### config.mk
export PLATFORM = sky130hd
export DESIGN_NAME = bp_addr_data_slice
export DESIGN_NICKNAME = d
export VERILOG_FILES = /design/src/rtl/bps_pkg.sv /design/src/rtl/bps_capture.sv /design/src/rtl/bps_hold_latch.sv /design/src/rtl/bps_slot_cmp.sv /design/src/rtl/bp_addr_data_slice.sv
export SDC_FILE = /design/constraint.sdc
export NUM_CORES = 1
export LEC_CHECK = 0
export BUFFER_PORTS_ARGS = -buffer_cell sky130_fd_sc_hd__buf_4
export CAP_MARGIN = 20
export CORE_ASPECT_RATIO = 1.2
export CORE_UTILIZATION = 44
export CTS_CLUSTER_DIAMETER = 50
export DETAILED_ROUTE_END_ITERATION = 10
export GPL_ROUTABILITY_DRIVEN = 0
export PLACE_DENSITY = 0.76
export SYNTH_ARGS = -nofsm -noshare
export SYNTH_HDL_FRONTEND = slang
export SYNTH_HIERARCHICAL = 1
export SYNTH_SLANG_ARGS = --single-unit
export TNS_END_PERCENT = 100
### constraint.sdc
create_clock -name clk -period 0.9 [get_ports clk]
set_input_delay 0.045 -clock clk [delete_from_list [all_inputs] [get_ports clk]]
set_output_delay 0.045 -clock clk [all_outputs]
set_load 0.1 [all_outputs]
### src/rtl/bps_pkg.sv
package bps_pkg;
   localparam int unsigned BPS_DEF_W    = 16;
   localparam int unsigned BPS_DEF_ID_W = 4;

   typedef enum logic {
      BPS_SRC_ADDR = 1'b0,
      BPS_SRC_DATA = 1'b1
   } bps_src_e;
endpackage

### src/rtl/bps_capture.sv
// Edge capture of the active-low backplane, stored in positive logic.
module bps_capture #(
   parameter int unsigned W = 16
) (
   input  logic         clk,
   input  logic         rst_n,
   input  logic         load,
   input  logic [W-1:0] bus_n,
   output logic [W-1:0] q
);
   always_ff @(posedge clk) begin
      if (!rst_n)    q <= '0;
      else if (load) q <= ~bus_n;
   end
endmodule

### src/rtl/bps_hold_latch.sv
// Transparent-low latch built from a register plus a bypass path.
module bps_hold_latch #(
   parameter int unsigned W = 16
) (
   input  logic         clk,
   input  logic         rst_n,
   input  logic         open_n,
   input  logic [W-1:0] d,
   output logic [W-1:0] q
);
   logic [W-1:0] held;

   always_ff @(posedge clk) begin
      if (!rst_n)       held <= '0;
      else if (!open_n) held <= d;
   end

   assign q = open_n ? held : d;
endmodule

### src/rtl/bps_slot_cmp.sv
// Registered slot and super-slot decode of a captured address.
module bps_slot_cmp #(
   parameter int unsigned W        = 16,
   parameter int unsigned ID_W     = 4,
   parameter bit          SUPER_EN = 1'b1
) (
   input  logic            clk,
   input  logic            rst_n,
   input  logic            load,
   input  logic [W-1:0]    bus_n,
   input  logic [ID_W-1:0] slot_id,
   output logic            id_eq_n,
   output logic            super_eq_n
);
   localparam int unsigned TOP_LSB = W - ID_W;
   localparam int unsigned FLD_LSB = W - 2 * ID_W;

   logic [W-1:0]    addr;
   logic [ID_W-1:0] top_fld;
   logic [ID_W-1:0] slot_fld;

   assign addr     = ~bus_n;
   assign top_fld  = addr[TOP_LSB +: ID_W];
   assign slot_fld = addr[FLD_LSB +: ID_W];

   always_ff @(posedge clk) begin
      if (!rst_n)    id_eq_n <= 1'b1;
      else if (load) id_eq_n <= !((top_fld == '0) && (slot_fld == slot_id));
   end

   generate
      if (SUPER_EN) begin : g_super
         always_ff @(posedge clk) begin
            if (!rst_n)    super_eq_n <= 1'b1;
            else if (load) super_eq_n <= !((top_fld == slot_id) && (slot_id != '0));
         end
      end else begin : g_no_super
         assign super_eq_n = 1'b1;
      end
   endgenerate
endmodule

### src/rtl/bp_addr_data_slice.sv
module bp_addr_data_slice
   import bps_pkg::*;
#(
   parameter int unsigned W        = BPS_DEF_W,
   parameter int unsigned ID_W     = BPS_DEF_ID_W,
   parameter bit          SUPER_EN = 1'b1
) (
   input  logic            clk,
   input  logic            rst_n,
   input  logic [W-1:0]    bus_in,
   output logic [W-1:0]    bus_out,
   output logic            bus_oe,
   input  logic            bus_drv_n,
   input  logic            addr_cap,
   input  logic            data_cap,
   input  logic [W-1:0]    laddr_in,
   output logic [W-1:0]    laddr_out,
   output logic            laddr_oe,
   input  logic            addr_drv_n,
   input  logic [W-1:0]    ldata_in,
   output logic [W-1:0]    ldata_out,
   output logic            ldata_oe,
   input  logic            data_drv_n,
   input  logic            addr_le_n,
   input  logic            data_le_n,
   input  logic            sel_data,
   input  logic [ID_W-1:0] slot_id,
   output logic            id_hit_n,
   output logic            super_hit_n
);
   generate
      if (ID_W == 0 || W < 2 * ID_W) begin : g_bad_width
         $error("bp_addr_data_slice: W must hold two slot fields");
      end
   endgenerate

   logic [W-1:0] addr_lat_q;
   logic [W-1:0] data_lat_q;
   bps_src_e     src;

   bps_capture #(.W(W)) u_addr_cap (
      .clk(clk), .rst_n(rst_n), .load(addr_cap), .bus_n(bus_in), .q(laddr_out));

   bps_capture #(.W(W)) u_data_cap (
      .clk(clk), .rst_n(rst_n), .load(data_cap), .bus_n(bus_in), .q(ldata_out));

   bps_hold_latch #(.W(W)) u_addr_lat (
      .clk(clk), .rst_n(rst_n), .open_n(addr_le_n), .d(laddr_in), .q(addr_lat_q));

   bps_hold_latch #(.W(W)) u_data_lat (
      .clk(clk), .rst_n(rst_n), .open_n(data_le_n), .d(ldata_in), .q(data_lat_q));

   bps_slot_cmp #(.W(W), .ID_W(ID_W), .SUPER_EN(SUPER_EN)) u_cmp (
      .clk(clk), .rst_n(rst_n), .load(addr_cap), .bus_n(bus_in),
      .slot_id(slot_id), .id_eq_n(id_hit_n), .super_eq_n(super_hit_n));

   assign src     = bps_src_e'(sel_data);
   assign bus_out = (src == BPS_SRC_DATA) ? ~data_lat_q : ~addr_lat_q;

   assign bus_oe   = !bus_drv_n;
   assign laddr_oe = !addr_drv_n;
   assign ldata_oe = !data_drv_n;
endmodule

==> results.ini <==
[pwr]
power.density_mw_per_mm2=1740
p_total_mw=8.80
p_leak_nw=2.44
vdd_drop_max_v=0.00135

[worst_setup_path]
endpoint_kind=primary output
path_class=flop to primary output
reg2reg_depth=3
start_kind=flop
worstPathRequired_ns=0.85
critPathMaxFanout=2
cp.arrival_ns=1.29

[yosys]
synth_commonest_cells=66 x dfxtp_1, 33 x nand2_1, 32 x o211a_1, 30 x and2_1, 20 x mux2_4
syn_avg_cell_area_um2=11.6
synth.area.top_cells=dfxtp_1 46%, o211a_1 11%, mux2_4 10%
synth_largest_area_cell=dfxtp_1
synthArstFlopShare=0
syn_nets=311
synth_flop_cell=dfxtp_1
ys_seq_area_frac=0.456
yosysWarnings=6
yosysMostFrequentCell=dfxtp_1
synth_edf_count=0
synthCells=249
synth_area_mm2=0.00290
synth_cell_types=23
synth_seq_cells=66
synth.top_cell.area_share=0.456

[die]
die_w_um=76.1
coreArea_mm2=0.00641
die_area_mm2=0.00692
rows=32
initial_core_util=0.452
die_h_um=90.9
ios=115

[layout]
synthToLayoutAreaGrowth_pct=74.7
fin_cells=471
drive_gt1_frac=0.593
n_antenna_cell=0
fillCellCount=351
final_nets=443

[sta]
period_share=1.49
slew_headroom=0.758
finalSetupViolCount=52
worst_slack_ns=-0.440
worst_pin_slew_ns=0.360
fmax_mhz=746
period_minus_slack_ns=1.34
hold_viol=0
rsz0062_at_grt=true
skew_ns=0
hold_ws_ns=0.0151
slew_viol_final=0
tns_ns=-7.11

[placed_design]
dpl.hpwl_um=4650
port_buffers=114
place_inst=439

[worst_hold_path]
hold_path_depth=3
hold_path.class=input pin to flop

[clock_network]
cts_tree=done
cts_max_path_buffers=2
clkTransAtPathRegs_ns=0.07
cts_buffers=9
htreeDepth=3
worstSkewPairLatency_ns=0.33
cts.sinks=66
cts_root_buffer=clkbuf_8

[routing]
drt_drc_violations_left=0
avgRoutedWirePerCell_um=17.5
drt-total-wl_um=8230
drt_first_pass_iters=4
antenna_left=0
drtIter0Drc=115
vias=2387
vias_per_cell=5.07

[flow_run]
cap_violations=0

[global_route]
grt_pass1_vias=2634
grt_antenna_before_repair=0
grt_pass1_wl_um=13100
overflow=0
grt_start_max_net_pins=37
grt_usage=0.242

[outcome]
status=finished, violations left
violations=setup timing

## critical path, stage by stage (launching register included)
cell     delay [ns]
dfxtp_2        0.32
mux2_4         0.28
mux2i_4        0.17
buf_12         0.19
## final timing paths
path,startpoint,endpoint,slack (ns)
setup / recovery,u_addr_lat/held[6],bus_out[6],-0.44
hold / removal,bus_in[14],u_addr_cap/q[14],0.02
setup reg to reg,u_addr_lat/held[6],u_addr_lat/held[6],-0.06
hold reg to reg,u_addr_cap/q[2],u_addr_cap/q[2],0.51
## layout make-up
type,instances,area [um^2],area share
clock buffers,11,141,0.0279
flip-flops and latches,66,1380,0.273
clock inverters,5,27.5,0.00544
multi-input cells,162,1620,0.321
inverters,3,11.3,0.00222
repair buffers,139,1770,0.349
well taps,85,106,0.0210
## flip-flops by register name (all words and copies together), names as in the netlist
name / count
u_addr_cap/q: 16
u_addr_lat/held: 16
u_data_cap/q: 16
u_data_lat/held: 16
u_cmp/id_eq_n: 1
u_cmp/super_eq_n: 1
## stage by stage
| step | util | setup WS [ns] | instance area (um^2) |
|---|---|---|---|
| 2_1_floorplan | - | -0.382 | 3150 |
| 3_3_place_gp | 0.630 | -0.292 | 4040 |
| 3_5_place_dp | 0.630 | -0.352 | 4040 |
| 4_1_cts | 0.784 | -0.447 | 5020 |
| 5_1_grt | 0.790 | -0.499 | 5060 |
| 6_report | 0.790 | -0.440 | 5060 |
## metal layers
| metal | vias up | track usage | share of wire |
|---|---|---|---|
| li1 | 1133 | - | - |
| met1 | 1149 | 0.278 | 0.38 |
| met2 | 96 | 0.424 | 0.53 |
| met3 | 9 | 0.0838 | 0.072 |
| met4 | 0 | 0.0705 | 0.012 |
| met5 | - | 0 | 0 |
## report_power, final
part	leakage, nW	total [mW]	internal (mW)	switching, mW
Sequential	0.558	3.25	3.12	0.138
Combinational	1.79	3.35	1.41	1.95
Clock	0.0937	2.19	1.07	1.13
## cell usage in the layout, fill, tap and decap left out, drive strengths merged
cell type / synthesis / layout
nand4: 1 / 1
nor3b: 1 / 1
a41oi: 1 / 1
dlymetal6s4s: 0 / 1
nor3: 2 / 2
clkinv: 0 / 3
o211a: 32 / 32
clkbuf: 4 / 11
a22oi: 1 / 1
dlygate4sd3: 0 / 12
buf: 14 / 126
xor2: 1 / 1
mux2: 32 / 32
and2: 32 / 32
nor2: 1 / 1
inv: 3 / 5
nand2: 33 / 33
nor4: 2 / 2
dfxtp: 66 / 66
mux2i: 16 / 16
xnor2: 7 / 7
## cell families (layout without fill, tap and decap cells)
family                    count (synthesis)  in the layout  share of synthesized area
muxes                                    48             48                      0.206
AOI/OAI and AO/OA                        34             34                      0.116
and+or+nand+nor                          72             72                      0.127
xor gates and xnor gates                  8              8                     0.0242
buffers and inverters                    21            158                     0.0708
DFF                                      66             66                      0.456
## timing repair
action,in CTS,in global routing
setup buffers,1,3
setup endpoints to repair,50,52
pin swaps,0,2
hold buffers,13,0
resized for setup,164,10
endpoints found under the hold margin,24,0
Power figures use the tool's default switching activity.
